==> src/rtl/smlm_pkg.sv <==
package smlm_pkg;
  typedef enum logic {
    MON_ACQ  = 1'b0,
    MON_LOCK = 1'b1
  } mon_state_e;
endpackage

==> src/rtl/smlm_acq.sv <==
// Acquisition: counts consecutive alternating frames while unlocked.
module smlm_acq #(
  parameter int ACQ_ALTS = 1
) (
  input  logic clk_i,
  input  logic rst_ni,
  input  logic en_i,
  input  logic frame_i,
  input  logic bit_i,
  output logic hit_o
);
  localparam int ACW = $clog2(ACQ_ALTS + 1);

  logic           seen_q;
  logic           last_q;
  logic [ACW-1:0] alt_q;
  logic           alt_w;

  assign alt_w = seen_q && (bit_i != last_q);
  assign hit_o = en_i && frame_i && alt_w && (alt_q == ACW'(ACQ_ALTS - 1));

  always_ff @(posedge clk_i or negedge rst_ni) begin
    if (!rst_ni) begin
      seen_q <= 1'b0;
      last_q <= 1'b0;
      alt_q  <= '0;
    end else if (!en_i || hit_o) begin
      seen_q <= 1'b0;
      last_q <= 1'b0;
      alt_q  <= '0;
    end else if (frame_i) begin
      seen_q <= 1'b1;
      last_q <= bit_i;
      alt_q  <= alt_w ? alt_q + ACW'(1) : '0;
    end
  end
endmodule

==> src/rtl/smlm_phase.sv <==
// Expected-sync tracker: seeded at lock, inverted every locked frame.
module smlm_phase (
  input  logic clk_i,
  input  logic rst_ni,
  input  logic seed_i,
  input  logic frame_i,
  input  logic locked_i,
  input  logic bit_i,
  output logic exp_o,
  output logic err_o
);
  logic exp_q;

  assign exp_o = exp_q;
  assign err_o = locked_i && frame_i && (bit_i != exp_q);

  always_ff @(posedge clk_i or negedge rst_ni) begin
    if (!rst_ni) begin
      exp_q <= 1'b0;
    end else if (seed_i) begin
      exp_q <= ~bit_i;
    end else if (locked_i && frame_i) begin
      exp_q <= ~exp_q;
    end
  end
endmodule

==> src/rtl/smlm_err_win.sv <==
// Error window: opens on an error, spans WIN_FRAMES frames, fires at ERR_LIMIT.
module smlm_err_win #(
  parameter int WIN_FRAMES = 10,
  parameter int ERR_LIMIT  = 3
) (
  input  logic clk_i,
  input  logic rst_ni,
  input  logic en_i,
  input  logic frame_i,
  input  logic err_i,
  output logic drop_o
);
  localparam int WCW = $clog2(WIN_FRAMES + 1);
  localparam int ECW = $clog2(ERR_LIMIT + 1);

  logic           act_q;
  logic [WCW-1:0] win_q;
  logic [ECW-1:0] err_q;
  logic           at_limit_w;
  logic           win_end_w;

  assign at_limit_w = (err_q == ECW'(ERR_LIMIT - 1));
  assign win_end_w  = (win_q == WCW'(WIN_FRAMES - 1));
  assign drop_o     = en_i && frame_i && err_i && act_q && at_limit_w;

  always_ff @(posedge clk_i or negedge rst_ni) begin
    if (!rst_ni) begin
      act_q <= 1'b0;
      win_q <= '0;
      err_q <= '0;
    end else if (!en_i || drop_o) begin
      act_q <= 1'b0;
      win_q <= '0;
      err_q <= '0;
    end else if (frame_i) begin
      if (!act_q) begin
        if (err_i) begin
          act_q <= 1'b1;
          win_q <= WCW'(1);
          err_q <= ECW'(1);
        end
      end else if (win_end_w) begin
        // last frame of window, limit not reached: go idle
        act_q <= 1'b0;
        win_q <= '0;
        err_q <= '0;
      end else begin
        win_q <= win_q + WCW'(1);
        if (err_i) err_q <= err_q + ECW'(1);
      end
    end
  end
endmodule

==> src/rtl/sync_lock_mon.sv <==
module sync_lock_mon #(
  parameter int ACQ_ALTS   = 1,
  parameter int WIN_FRAMES = 10,
  parameter int ERR_LIMIT  = 3
) (
  input  logic clk_i,
  input  logic rst_ni,
  input  logic frame_vld_i,
  input  logic sync_bit_i,
  output logic locked_o
);
  import smlm_pkg::*;

  mon_state_e st_q;
  logic       lock_w;
  logic       hit_w;
  logic       err_w;
  logic       drop_w;
  logic       exp_w;

  assign lock_w   = (st_q == MON_LOCK);
  assign locked_o = lock_w;

  smlm_acq #(.ACQ_ALTS(ACQ_ALTS)) u_acq (
    .clk_i   (clk_i),
    .rst_ni  (rst_ni),
    .en_i    (!lock_w),
    .frame_i (frame_vld_i),
    .bit_i   (sync_bit_i),
    .hit_o   (hit_w)
  );

  smlm_phase u_phase (
    .clk_i    (clk_i),
    .rst_ni   (rst_ni),
    .seed_i   (hit_w),
    .frame_i  (frame_vld_i),
    .locked_i (lock_w),
    .bit_i    (sync_bit_i),
    .exp_o    (exp_w),
    .err_o    (err_w)
  );

  smlm_err_win #(.WIN_FRAMES(WIN_FRAMES), .ERR_LIMIT(ERR_LIMIT)) u_win (
    .clk_i   (clk_i),
    .rst_ni  (rst_ni),
    .en_i    (lock_w),
    .frame_i (frame_vld_i),
    .err_i   (err_w),
    .drop_o  (drop_w)
  );

  always_ff @(posedge clk_i or negedge rst_ni) begin
    if (!rst_ni) begin
      st_q <= MON_ACQ;
    end else begin
      unique case (st_q)
        MON_ACQ:  if (hit_w)  st_q <= MON_LOCK;
        MON_LOCK: if (drop_w) st_q <= MON_ACQ;
        default:              st_q <= MON_ACQ;
      endcase
    end
  end
endmodule

==> config.mk <==
export PLATFORM = sky130hd
export DESIGN_NAME = sync_lock_mon
export DESIGN_NICKNAME = d
export VERILOG_FILES = /design/src/rtl/smlm_pkg.sv /design/src/rtl/smlm_acq.sv /design/src/rtl/smlm_phase.sv /design/src/rtl/smlm_err_win.sv /design/src/rtl/sync_lock_mon.sv
export SDC_FILE = /design/constraint.sdc
export NUM_CORES = 1
export LEC_CHECK = 0
export ABC_AREA = 1
export BUFFER_PORTS_ARGS = -buffer_cell sky130_fd_sc_hd__buf_2
export CORE_UTILIZATION = 53
export CTS_CLUSTER_SIZE = 8
export DETAILED_ROUTE_END_ITERATION = 12
export PLACE_DENSITY_LB_ADDON = 0.2
export SLEW_MARGIN = 30
export SYNTH_ARGS = -nofsm -noshare
export SYNTH_HDL_FRONTEND = slang
export SYNTH_SLANG_ARGS = --single-unit
==> constraint.sdc <==
create_clock -name clk_i -period 1.4 [get_ports clk_i]
set_input_delay 0.14 -clock clk_i [delete_from_list [all_inputs] [get_ports clk_i]]
set_output_delay 0.14 -clock clk_i [all_outputs]
set_load 0.02 [all_outputs]
== Word-level counts from Yosys, hierarchy flattened ==
Cells that the tools add are included.
Storage, ports and cells
  bits in registers: 12
  bits of input ports: 4
Cells by class
  equal/unequal tests: 4
  add/sub/neg operators: 3
  muxes and demuxes: 28
  bitwise logic cells: 4
  reductions and logical operators: 19
Operators with widths (count)
  two-way mux 4 bit: 5
  two-way mux 1 bit: 16
  two-way mux 2 bit: 6
  logical AND 1 bit: 9
  nonzero test 2 bit: 3
  nonzero test 3 bit: 2
  adder 4 x 1 -> 4 bit (second input constant): 1
  == test 4 bit (second input constant): 1
  NOT 1 bit: 4
  AND reduction 3 bit: 1
  adder 2 x 1 -> 2 bit (second input constant): 1
  == test 2 bit (second input constant): 1
  logical OR 1 bit: 2
  inequality test 1 bit: 2
  case mux 1 bit (2 select lines): 1
  AND reduction 2 bit: 1
  adder 1 bit (second input constant): 1
  zero test 1 bit: 1

== Logic depth before layout (Yosys ltp) ==
  depth in word-level cells: 8
  depth in mapped cells: 9

== Modules after synthesis ==
From an unflattened synthesis, not the netlist that was laid out.
Unflattened totals
  cells, all modules: 105
  area, all modules: 778.2 um^2
Modules (own cells, without submodules)
  smlm_err_win: sequential area each 175.2 um^2, cells an instance 61, area each 485.5 um^2, instances 1
  smlm_acq: sequential area each 75.1 um^2, cells an instance 22, area each 156.4 um^2, instances 1
  smlm_phase: sequential area each 25.0 um^2, cells an instance 16, area each 87.6 um^2, instances 1
  sync_lock_mon: sequential area each 25.0 um^2, cells an instance 6, area each 48.8 um^2, instances 1

== Worst setup path before layout ==
No wires, ideal clock.
  path kind: register to register
  start: reg u_win.win_q[1]
  end: reg u_win.err_q[1]
  cell stages (with the launch flop): 8
  path slack: 106 ps
  buffers on the path: 0
  clock period less this slack: 1294 ps
  setup time: 117 ps
  data required time: 1283 ps
  arrival time: 1177 ps
  path through: dfrtp_1 > inv_1 > ha_1 > nand3_1 > o211ai_2 > nand2_1 > nand2_1 > nand2_1
Between the ends
  word-level cells in the longest chain between the ends: 5
  elaborated cells between the ends (all ways): 7
Ends and longest elaborated chain
  from (decl): RTL line smlm_err_win.sv:17  | logic [WCW-1:0] win_q;
  from (signal assigned): RTL line smlm_err_win.sv:48  | win_q <= win_q + WCW'(1);
  == test 4 bit (*): RTL line smlm_err_win.sv:23  | assign win_end_w = (win_q == WCW'(WIN_FRAMES - 1));
  two-way mux 2 bit: RTL line smlm_err_win.sv:42  | end else if (win_end_w) begin
  two-way mux 2 bit: RTL line smlm_err_win.sv:36  | if (!act_q) begin
  two-way mux 2 bit: RTL line smlm_err_win.sv:35  | end else if (frame_i) begin
  two-way mux 2 bit: RTL line smlm_err_win.sv:31  | end else if (!en_i || drop_o) begin
  to (signal assigned): RTL line smlm_err_win.sv:49  | if (err_i) err_q <= err_q + ECW'(1);
  to (decl): RTL line smlm_err_win.sv:18  | logic [ECW-1:0] err_q;
Mark *: on every way between the ends. The rest lies on a longest branch, timed or not. The select of a mux whose other input is x is not followed.
A chain may end at the register's enable or synchronous reset.

== Worst setup path after layout ==
  start: reg u_win.win_q[0]
  end: reg u_win.win_q[2]
Between the ends
  word-level cells in the longest chain between the ends: 5
  elaborated cells between the ends (all ways): 6
Ends and longest elaborated chain (RTL line)
  adder 4 x 1 -> 4 bit / == test 4 bit (equally long branches): smlm_err_win.sv:48, smlm_err_win.sv:23
  two-way mux 4 bit (*): smlm_err_win.sv:42
  two-way mux 4 bit (*): smlm_err_win.sv:36
  two-way mux 4 bit (*): smlm_err_win.sv:35
  two-way mux 4 bit (*): smlm_err_win.sv:31
Marks and branches as above.

==> reports/results.ini <==
[floorplan]
io_pins=5
rows=13
fp.dieW_um=39.5
initial_core_util_pct=57.3
die_h_um=39.5
dieArea_mm2=0.00156
core_mm2=0.00130

[worst_setup_path]
r2r_setup_slack_ns=0.08
timing.rr.start=u_win.win_q[0]
ff2ff_path_depth=7
cp-end-kind=flop
path_class=reg -> reg
path_max_fanout=4
critPathArrivalTime_ns=1.53
start_kind=flop
critPathRequiredTime_ns=1.61
rr_endpoint=u_win.win_q[2]

[yosys]
synth_xor_area_share_pct=2.35
yosysMostFrequentCell=nand2_1
yosysTopAreaCell=dfrtp_1
synth_flop_cell=dfrtp_1
ys_seq_area_share_pct=40.3
yosysTopAreaCellShare_pct=40.3
synth_common_cells=20 x nand2_1, 12 x dfrtp_1, 12 x inv_1
synth_area_per_cell_um2=8.02
synth_area_um2=746
ys_seq_elements=12
synth.distinct_cells=22
synthAdderAreaFrac_pct=5.03
synth_enable_flop_cells=0
synth_compound_area_share_pct=8.39
synth-async-reset-ratio_pct=100
yosysWarnings=0
synth_nets=100
syn_inst=93
synth_mux_area_share_pct=0
synth_top_family_by_area=simple AND/OR/NAND/NOR gates
synth-simple-area-share_pct=35.9
synth_area_leaders=dfrtp_1 40%, nand2_1 10%, inv_1 6.0%

[route]
ant_nets=0
vias=647
drtPass1Iterations=4
drc=0
drt_iter0_markers=20
postRouteWirelength_um=1510
via_per_inst=5.44
wl_per_cell_um=12.7

[clocking]
cts_max_path_buffers=2
clkLatencyLatePin_ns=0.28
clk_pin_slew_ns=0.08
cts_max_level=1
clock-root-buffer=clkbuf_4
cts_tree=done
cts.sinks=12
post_cts_buffers=0
cts_made_buffers=3

[hold_path]
holdPathStages=3
hold_end=u_acq.last_q
hold_class=in -> reg
hold_path.startpoint=sync_bit_i

[sta]
fin_setup_tns_ns=0
setup_viol=0
hold_viol_final=0
maxSlewViolCount=0
timing.final.crit_share_pct=94.3
fmax_mhz=757
min_period_ns=1.32
maxSlewHeadroom_pct=82.5
worst_pin_slew_ns=0.263
finalClockSkew_ns=0.000583

[status]
status=finished, final reports clean

[finish]
final_util_pct=66.6
nets=112
antenna_cells=0
fill_cells=115
layout-drive-gt1-share_pct=21.2
multi_input_area_um2=410
regArea_um2=300
synthToLayoutAreaGrowth_pct=16.3

[grt]
antenna_found_initial=0
grt_overflow_total=0
grt_max_degree=13
track_usage_pct=23.8
grt_pass1_vias=554
grt_pass1_wl_um=2440

[pwr]
powerDensity_mw_per_mm2=1890
leakage_nw=0.452
irDropWorstVdd_mv=0.889

[placement]
io_buffers=4
gp_congestion=0.764
place_hpwl_um=1080

[job]
drv_cap=0

==> power by group <==
group | switching (mW) | internal (mW) | total [mW]
Combinational | 0.470 | 0.326 | 0.796
Clock | 0.126 | 0.158 | 0.284
Sequential | 0.0997 | 0.461 | 0.561
==> state kept, by name, summed over array words and instances, names as in the netlist <==
| signal | flops |
|---|---|
| u_acq.last_q | 1 |
| u_acq.seen_q | 1 |
| locked_o | 1 |
| u_win.win_q | 4 |
| u_phase.exp_o | 1 |
| u_win.err_q | 2 |
| u_win.act_q | 1 |
| u_acq.alt_q | 1 |
==> through the flow <==
stage	cells	area (µm²)	power [mW]	hold slack, ns	setup slack, ns
detailed placement	114	796	1.30	0.0302	0.0380
floorplan	93	746	1.12	-0.156	0.106
finish	119	867	1.64	0.123	0.0794
global placement	114	796	1.28	0.0291	0.0778
CTS	119	842	1.58	0.124	0.0291
global route	119	867	1.79	0.155	-0.0322
==> per-layer routing <==
metal  vias to the layer above  track usage (%)  wire length, µm
met5                         -                0                0
met4                         0             10.3               59
met3                         9             5.11               58
met2                        14             37.3              728
met1                       295             31.0              664
li1                        329                -                -
==> timing repair <==
action | in CTS | in global routing
hold buffers | 1 | 0
endpoints found under the setup margin | 0 | 4
resized for setup | 0 | 4
hold endpoints to repair | 12 | 0
==> critical path, stage by stage, from the launching register on <==
cell and delay (ns):
dfrtp_1 0.42, buf_4 0.17, ha_1 0.20, xor2_1 0.17
nand3_1 0.08, nor2_1 0.11, nand2_1 0.05, o21ai_1 0.06
==> final cells by class <==
type / instances / share of cell area, %
inverters: 13 / 5.63
repair buffers: 8 / 6.06
clock buffers: 4 / 4.18
flip-flops and latches: 12 / 34.6
well taps: 15 / 2.16
multi-input cells: 67 / 47.3
==> kinds of logic (layout without fill, tap and decap cells) <==
logic type / count (synthesis) / in the layout
XOR/XNOR: 2 / 2
flip-flops: 12 / 12
buffers and inverters: 14 / 25
AND/OR/NAND/NOR: 52 / 52
AO/OA/AOI/OAI: 10 / 10
adder cells (fa/ha/maj): 3 / 3
==> how the worst max path moves through the flow <==
stage / slack (ns) / to / from / depth (start not counted)
after global routing: -0.03 / u_win.win_q[2] / u_win.win_q[0] / 7
after CTS: 0.03 / u_win.err_q[0] / u_win.win_q[1] / 7
after detailed placement: 0.04 / u_win.err_q[0] / u_win.win_q[1] / 7
after floorplan: 0.11 / u_win.err_q[1] / u_win.win_q[1] / 7
final: 0.08 / u_win.win_q[2] / u_win.win_q[0] / 7
after global placement: 0.08 / u_win.err_q[1] / u_win.win_q[1] / 7
==> cells in the final DEF, fill, tap and decap left out, drive strengths merged <==
master,n
o21ai,4
nand3b,3
nand2,26
clkbuf,4
dfrtp,12
a21oi,3
dlygate4sd3,1
o211ai,1
a21o,1
nor3,1
or2,1
nor2,9
buf,7
xor2,2
nand4,4
a21boi,1
inv,13
ha,3
nand3,8
No activity file was read; power rests on OpenSTA's default activity.
